==> src/rtl/phy_rst_pkg.sv <==
package phy_rst_pkg;

    // cause of the reset sequence currently running
    typedef enum logic [1:0] {
        SRC_IDLE  = 2'd0,
        SRC_HARD  = 2'd1,
        SRC_SOFT  = 2'd2,
        SRC_PWRUP = 2'd3
    } src_e;

    // how far the register file is cleared
    typedef enum logic [1:0] {
        CLR_NONE   = 2'd0,
        CLR_ALL    = 2'd1,
        CLR_UNKEPT = 2'd2
    } clr_e;

    function automatic clr_e clr_scope(input src_e s);
        case (s)
            SRC_HARD: return CLR_ALL;
            SRC_SOFT: return CLR_UNKEPT;
            default:  return CLR_NONE;
        endcase
    endfunction

    function automatic logic relatch(input src_e s);
        return s == SRC_HARD;
    endfunction

endpackage

==> src/rtl/rst_pin_sync.sv <==
module rst_pin_sync (
    input  logic clk,
    input  logic pin_n,
    output logic hw_rst
);
    logic [1:0] stage;

    always_ff @(posedge clk or negedge pin_n) begin
        if (!pin_n) stage <= 2'b00;
        else        stage <= {stage[0], 1'b1};
    end

    assign hw_rst = ~stage[1];

    // release needs two edges with the pin high
    a_r2_two_flop: assert property (@(posedge clk) disable iff (!pin_n)
        $fell(hw_rst) |-> $past(pin_n));
endmodule

==> src/rtl/rst_stretch_cnt.sv <==
module rst_stretch_cnt #(
    parameter int STRETCH_CYC = 32000,
    localparam int CW = (STRETCH_CYC > 1) ? $clog2(STRETCH_CYC) : 1
) (
    input  logic clk,
    input  logic arst,
    input  logic run,
    output logic last
);
    logic [CW-1:0] cnt;

    assign last = run && (cnt == CW'(STRETCH_CYC - 1));

    always_ff @(posedge clk or posedge arst) begin
        if (arst)       cnt <= '0;
        else if (!run)  cnt <= '0;
        else if (last)  cnt <= '0;
        else            cnt <= cnt + 1'b1;
    end

    // the count never passes the stretch length
    a_r4_cnt_bound: assert property (@(posedge clk) disable iff (arst)
        run && !last |=> cnt == $past(cnt) + 1'b1);
endmodule

==> src/rtl/rst_src_arb.sv <==
module rst_src_arb
    import phy_rst_pkg::*;
(
    input  logic clk,
    input  logic hw_rst,
    input  logic soft_wr,
    input  logic pwr_down,
    input  logic last,
    output src_e src,
    output logic done
);
    logic pd_q;
    logic pd_exit;

    always_ff @(posedge clk) pd_q <= pwr_down;

    assign pd_exit = pd_q && !pwr_down;

    always_ff @(posedge clk or posedge hw_rst) begin
        if (hw_rst) begin
            src  <= SRC_HARD;
            done <= 1'b0;
        end else begin
            done <= (src == SRC_SOFT) && last;
            if (src != SRC_IDLE) begin
                if (last) src <= SRC_IDLE;
            end else if (pd_exit) begin
                src <= SRC_PWRUP;
            end else if (soft_wr) begin
                src <= SRC_SOFT;
            end
        end
    end

    // a running sequence keeps its cause until the stretch ends
    a_r8_no_restart: assert property (@(posedge clk) disable iff (hw_rst)
        (src != SRC_IDLE) && !last |=> src == $past(src));
    // the done pulse lasts one cycle
    a_r5_done_single: assert property (@(posedge clk) disable iff (hw_rst)
        done |=> !done);
endmodule

==> src/rtl/phy_rst_seq.sv <==
module phy_rst_seq
    import phy_rst_pkg::*;
#(
    parameter int          CLK_MHZ    = 125,
    parameter int          STRETCH_US = 256,
    parameter int          REG_W      = 16,
    parameter logic [15:0] KEEP_MASK  = 16'hF00F,
    localparam int         STRETCH_CYC = CLK_MHZ * STRETCH_US
) (
    input  logic             clk,
    input  logic             rst_pin_n,
    input  logic             soft_rst_wr,
    input  logic             pwr_down,
    output logic             core_rst,
    output logic             strap_latch_en,
    output logic [REG_W-1:0] reg_clr,
    output logic             soft_rst_bit,
    output logic             soft_rst_done
);
    localparam logic [REG_W-1:0] KEEP = REG_W'(KEEP_MASK);

    logic hw_rst;
    logic last;
    src_e src;

    rst_pin_sync u_sync (
        .clk    (clk),
        .pin_n  (rst_pin_n),
        .hw_rst (hw_rst)
    );

    rst_stretch_cnt #(.STRETCH_CYC(STRETCH_CYC)) u_cnt (
        .clk  (clk),
        .arst (hw_rst),
        .run  (src != SRC_IDLE),
        .last (last)
    );

    rst_src_arb u_arb (
        .clk      (clk),
        .hw_rst   (hw_rst),
        .soft_wr  (soft_rst_wr),
        .pwr_down (pwr_down),
        .last     (last),
        .src      (src),
        .done     (soft_rst_done)
    );

    always_comb begin
        case (clr_scope(src))
            CLR_ALL:    reg_clr = '1;
            CLR_UNKEPT: reg_clr = ~KEEP;
            default:    reg_clr = '0;
        endcase
    end

    assign core_rst       = hw_rst || (src != SRC_IDLE);
    assign strap_latch_en = relatch(src);
    assign soft_rst_bit   = (src == SRC_SOFT);

    // a soft sequence spares the kept bits and holds core reset
    a_r4_soft_scope: assert property (@(posedge clk) disable iff (hw_rst)
        soft_rst_bit |-> core_rst && !strap_latch_en && ((reg_clr & KEEP) == '0));
    // a non-soft, non-pin reset clears nothing
    a_r6_pd_no_clear: assert property (@(posedge clk) disable iff (hw_rst)
        core_rst && !soft_rst_bit && !strap_latch_en |-> reg_clr == '0);
    // the soft bit clearing is always reported
    a_r5_done_on_clear: assert property (@(posedge clk) disable iff (hw_rst)
        $fell(soft_rst_bit) |-> soft_rst_done);
    // strap latching only with a full clear under reset
    a_r3_strap_full: assert property (@(posedge clk) disable iff (1'b0)
        strap_latch_en |-> core_rst && (reg_clr == '1));
endmodule

==> config.mk <==
export PLATFORM = sky130hd
export DESIGN_NAME = phy_rst_seq
export DESIGN_NICKNAME = d
export VERILOG_FILES = /design/src/rtl/phy_rst_pkg.sv /design/src/rtl/rst_pin_sync.sv /design/src/rtl/rst_stretch_cnt.sv /design/src/rtl/rst_src_arb.sv /design/src/rtl/phy_rst_seq.sv
export SDC_FILE = /design/constraint.sdc
export NUM_CORES = 1
export LEC_CHECK = 0
export CELL_PAD_IN_SITES_DETAIL_PLACEMENT = 1
export CELL_PAD_IN_SITES_GLOBAL_PLACEMENT = 1
export CORE_MARGIN = 2
export CORE_UTILIZATION = 40
export CTS_CLUSTER_DIAMETER = 80
export CTS_CLUSTER_SIZE = 12
export DETAILED_ROUTE_END_ITERATION = 7
export PLACE_DENSITY = 0.86
export SYNTH_ARGS = -nofsm -noshare
export SYNTH_HDL_FRONTEND = slang
export SYNTH_SLANG_ARGS = --single-unit
==> constraint.sdc <==
create_clock -name clk -period 2.6 [get_ports clk]
set_clock_uncertainty 0.15 [all_clocks]
set_input_delay 0.78 -clock clk [delete_from_list [all_inputs] [get_ports clk]]
set_output_delay 0.78 -clock clk [all_outputs]
set_load 0.02 [all_outputs]
* Word level (Yosys, flattened, before mapping)
Cells that the tools add are included.
** Storage, ports and cells
- Register bits after elaboration :: 21
- Input bits :: 4
- Output and inout port bits :: 20
- Word-level logic and storage cells :: 29
** Operators by class
- $add $sub $neg :: 1
- Eq/ne operators :: 6
- Reduce and logical (&&, ||, !) cells :: 8
- Muxes and demuxes :: 8
- Bitwise gates (word level) :: 1
** Operators with widths (number)
- 16-bit case mux with 2 select lines :: 1
- 15-bit two-way mux :: 2
- 15-bit by 1-bit adder with 15-bit output (second input constant) :: 1
- 15-bit == test (second input constant) :: 1
- 2-bit two-way mux :: 4
- 2-bit by 1-bit == test with 1-bit output (second input constant) :: 2
- 2-bit == test (second input constant) :: 2
- 2-bit case mux with 2 select lines :: 1
- 1-bit logical AND :: 3
- 3-bit nonzero test :: 1
- 2-bit by 1-bit != test with 1-bit output (second input constant) :: 1
- 2-bit AND reduction :: 1
- 2-bit nonzero test :: 1
- 1-bit logical NOT :: 1
- 1-bit logical OR :: 1
- 1-bit NOT :: 1

* Longest topological paths before layout
- Word-level depth :: 4
- Depth in mapped cells :: 6
- Depth with buffers taken out :: 5

* Hierarchy
A second synthesis with hierarchy kept.
** Second synthesis, totals
- Cells, all modules :: 113
- Area total of the unflattened synthesis :: 1177.4 µm²
** Modules (own cells, without submodules)
- rst_stretch_cnt :: cells each 75, times used 1, area an instance 803.3 µm², seq. area each 375.4 µm²
- phy_rst_seq :: cells each 22, times used 1, area an instance 167.7 µm², seq. area each 0.0 µm²
- rst_src_arb :: cells each 12, times used 1, area an instance 148.9 µm², seq. area each 96.3 µm²
- rst_pin_sync :: cells each 4, times used 1, area an instance 57.6 µm², seq. area each 50.0 µm²

* Worst setup path after synthesis
OpenSTA, ideal clock, no wires.
- Path kind :: register to output
- Start point :: reg u_arb.src[0]
- End point :: out reg_clr[10]
- Data required time :: 1670 ps
- Path buffers :: 1
- Cell stages (with the launch flop) :: 4
- Slack :: 416 ps
- Arrival :: 1254 ps
- Cell sequence :: dfstp_2 > inv_1 > ha_1 > buf_4
** On the way
- Word-level cells in the longest chain between the ends :: 4
- Elaborated cells between the ends (all ways) :: 6
- Classes of those cells :: eq/ne: 4; mux: 2
** RTL lines
- from (decl) :: line rst_src_arb.sv:9 : output src_e src,
- from (signal assigned) :: line rst_src_arb.sv:21 : src <= SRC_HARD;
- from (signal assigned) :: line rst_src_arb.sv:26 : if (last) src <= SRC_IDLE;
- from (signal assigned) :: line rst_src_arb.sv:28 : src <= SRC_PWRUP;
- 2-bit == test or 2-bit by 1-bit == test with 1-bit output (tied branches) :: line phy_rst_pkg.sv:19 : case (s)
- 2-bit case mux with 2 select lines (*) :: line phy_rst_pkg.sv:19
- 2-bit == test or 2-bit by 1-bit == test with 1-bit output (tied branches) :: line phy_rst_seq.sv:50 : case (clr_scope(src))
- 16-bit case mux with 2 select lines (*) :: line phy_rst_seq.sv:50
- to (decl) :: line phy_rst_seq.sv:16 : output logic [REG_W-1:0] reg_clr,
Mark *: on every way between the ends. The rest lies on a longest branch, timed or not.

* Worst setup path in the final report
- Start point :: reg u_arb.src[0]
- End point :: out reg_clr[7]
The elaborated chain is that of the path after synthesis.

==> metrics.md <==
| Metric | Value |
|---|---|
| NumNets Final | 134 |
| Achievable frequency | 401.0 MHz |
| Worst skew pair latency | 0.31 ns |
| Hold Buf Count CTS | 0 |
| Final critical-path required period | 2.494 ns |
| Max VDD drop | 0.0006333 V |
| Reg2reg path depth | 5 |
| First-pass GRT wire length | 3939 um |
| Final Hold Viols | 0 |
| Row cnt | 18 |
| Routed wire length | 2266 um |
| GRT overflow | 0 |
| Die width | 56.32 um |
| Unrepaired setup endpoints after global routing | no |
| Post-detailed-route count of antenna-violating nets | 0 |
| Seq/Total Area, Yosys | 47.66% |
| Largest net degree at the start of global routing | 19 |
| Reg2reg end | u_cnt.cnt[3] |
| CP Max Fanout | 8 |
| Setup crit end | reg_clr[7] |
| Final setup TNS | 0 ns |
| Total design power | 0.001340 W |
| Final period util | 95.91% |
| DRC viols | 0 |
| CP required | 1.67 ns |
| End-of-flow core utilization | 50.64% |
| M3 GR Usage | 4.608% |
| Syn Nets | 120 |
| Startpoint class of the critical path | flip-flop |
| FF-to-FF Start | u_cnt.cnt[0] |
| Port Buffers | 23 |
| Clk root buf | clkbuf_4 |
| Crit path max-delay family | flip-flops |
| CP Capture Type | primary output |
| Cell variety after synth | 23 |
| CP startpoint | u_arb.src[0] |
| Place WS | -0.01516 ns |
| Cell Chain, Critical Path | inv_1, ha_4, clkdlybuf4s15_2 |
| Vias in the first global route | 842 |
| Avg WL per Cell | 14.62 um |
| Drt first pass iters | 4 |
| Die Footprint | 0.003171 mm2 |
| Post_cts resized | 36 |
| Worst path max stage delay | 0.55 ns |
| FF-to-FF setup slack | 0.52 ns |
| DR iter-0 viols | 12 |
| Clock tree sinks | 21 |
| CTS Buf Count | 3 |
| FF+latch count, synth | 21 |
| Final GP Congestion | 0.7753 |
| PnR worst setup slack | 0.1063 ns |
| Starting density of the core | 43.02% |
| Diodes inserted | 0 |
| Syn-to-layout area delta | 17.71% |
| Mapped cell area | 0.001095 mm2 |
| Leak | 0.5634 nW |
| Mean post-synth cell area | 9.775 um2 |
| Die Y | 56.32 um |
| Layout cells sized above 1 | 14.40% |
| Max Cap Violations | 0 |
| Total GRT Usage | 16.01% |
| Buf/Inv on CP | 2 |
| Core area | 0.002545 mm2 |
| Slowest CP cell | dfstp_2 |
| # IOs | 24 |
| WP data arrival | 1.56 ns |
| Top Usage Layer GRT | met2 |
| DR vias | 778 |
| Deepest clock path buffer count | 2 |
| Setup violators final | 0 |
| Initial antenna violation count | 0 |
| Warnings, synthesis | 0 |
| Outcome | finished clean |
| Pwr Density | 1040 mW/mm2 |
| Via-per-instance ratio | 5.019 |
| Grt met2 use | 29.08% |
| Post-CTS setup buffers | 0 |
| Reg clk slew, reported paths | 0.13 ns |
| CTS H-tree lvls | 1 |
| Final HPWL DP | 1728 um |
| Crit Path Category | flip-flop to primary output |
| Slew Limit Fails | 0 |
| CTS tree | yes |
| GRT met1 Usage | 18.18% |
| Post-Synthesis Cells | 112 |
| Hold Crit Class | flip-flop to async pin |
| WP depth | 3 |
cells in the mapped netlist (all sizes together):
cell / n / share of area, %
ha: 4 / 4.6
xnor2: 11 / 8.8
nand3: 5 / 2.3
nand2: 5 / 1.7
nand2b: 1 / 1.3
or3b: 1 / 0.80
nand4: 5 / 2.9
inv: 6 / 2.1
nor3b: 1 / 0.69
nor3: 6 / 2.7
nor2: 20 / 6.9
a21oi: 1 / 0.46
buf: 16 / 12
dfstp: 1 / 2.4
nor4: 2 / 1.1
conb: 1 / 0.34
or4: 1 / 1.0
dfxtp: 1 / 1.8
dfrtp: 19 / 43
xor2: 2 / 1.6
nor2b: 1 / 0.57
o21ai: 2 / 0.91
layout make-up:
class,instances,area [um2]
clock buffer,3,22.52
clock inverter,1,7.507
fill,287,1256
inverter,6,22.52
multi-input combinational,69,435.4
sequential,21,521.8
tap,30,37.54
timing repair buffer,25,241.5
worst register-to-register path: cells and delay by family, from the launching register on:
kind | cells | cell delay, ns
flip-flops | 1 | 0.44
AND/OR/NAND/NOR | 4 | 1.15
adder cells (fa/ha/maj) | 1 | 0.23
through the flow:
step	cell area (um2)	std cells	hold slack [ns]
after floorplan	1095	112	0.08482
after global placement	1250	151	0.07573
after detailed placement	1250	151	0.08106
after CTS	1279	155	0.09446
after global routing	1289	155	0.1217
final	1289	155	0.07967
state kept, by name (all words and copies together), names as in the netlist:
| signal | cells |
|---|---|
| u_arb.done | 1 |
| u_arb.pd_q | 1 |
| u_arb.src | 2 |
| u_cnt.cnt | 15 |
| u_sync.stage | 2 |
worst min path at each step:
stage          cells past startpoint      endpoint  slack, ns       startpoint
4_1_cts                            1  u_cnt.cnt[5]       0.09  u_sync.stage[1]
6_report                           1  u_cnt.cnt[5]       0.08  u_sync.stage[1]
5_1_grt                            1  u_cnt.cnt[5]       0.12  u_sync.stage[1]
3_5_place_dp                       1  u_cnt.cnt[5]       0.08  u_sync.stage[1]
2_1_floorplan                      0    u_arb.done       0.08  u_sync.stage[1]
3_3_place_gp                       1  u_cnt.cnt[5]       0.08  u_sync.stage[1]
metal layers:
metal,vias to the layer above,part of all wire [%]
met4,0,0.49
met3,2,2.6
met1,392,43
li1,376,-
met2,8,54
met5,-,0
kinds of logic (layout without fill, tap and decap cells):
family	count (synthesis)	in the layout	synth area share (%)
simple gates	48	48	21.94
buf+inv	22	35	13.71
flops	21	21	47.66
xor+xnor	13	13	10.40
fa+ha+maj	4	4	4.572
compound gates	3	3	1.371
other cells	1	1	0.3425
cell usage in the layout (no fill, tap or decap), drive strengths merged, types with 3 or more instances in the layout:
cell            n
clkbuf          3
clkdlybuf4s15   8
clkdlybuf4s50   4
dfrtp          19
dlygate4sd2    11
ha              4
inv             6
nand2           5
nand3           5
nand4           5
nor2           20
nor3            6
xnor2          11
report_power, final:
part	internal [W]	total, W	switching, W
sequential	0.000373	0.000419	0.0000459
clock	0.0000587	0.000171	0.000112
combinational	0.000312	0.000750	0.000438
No activity file was read; power rests on OpenSTA's default activity.
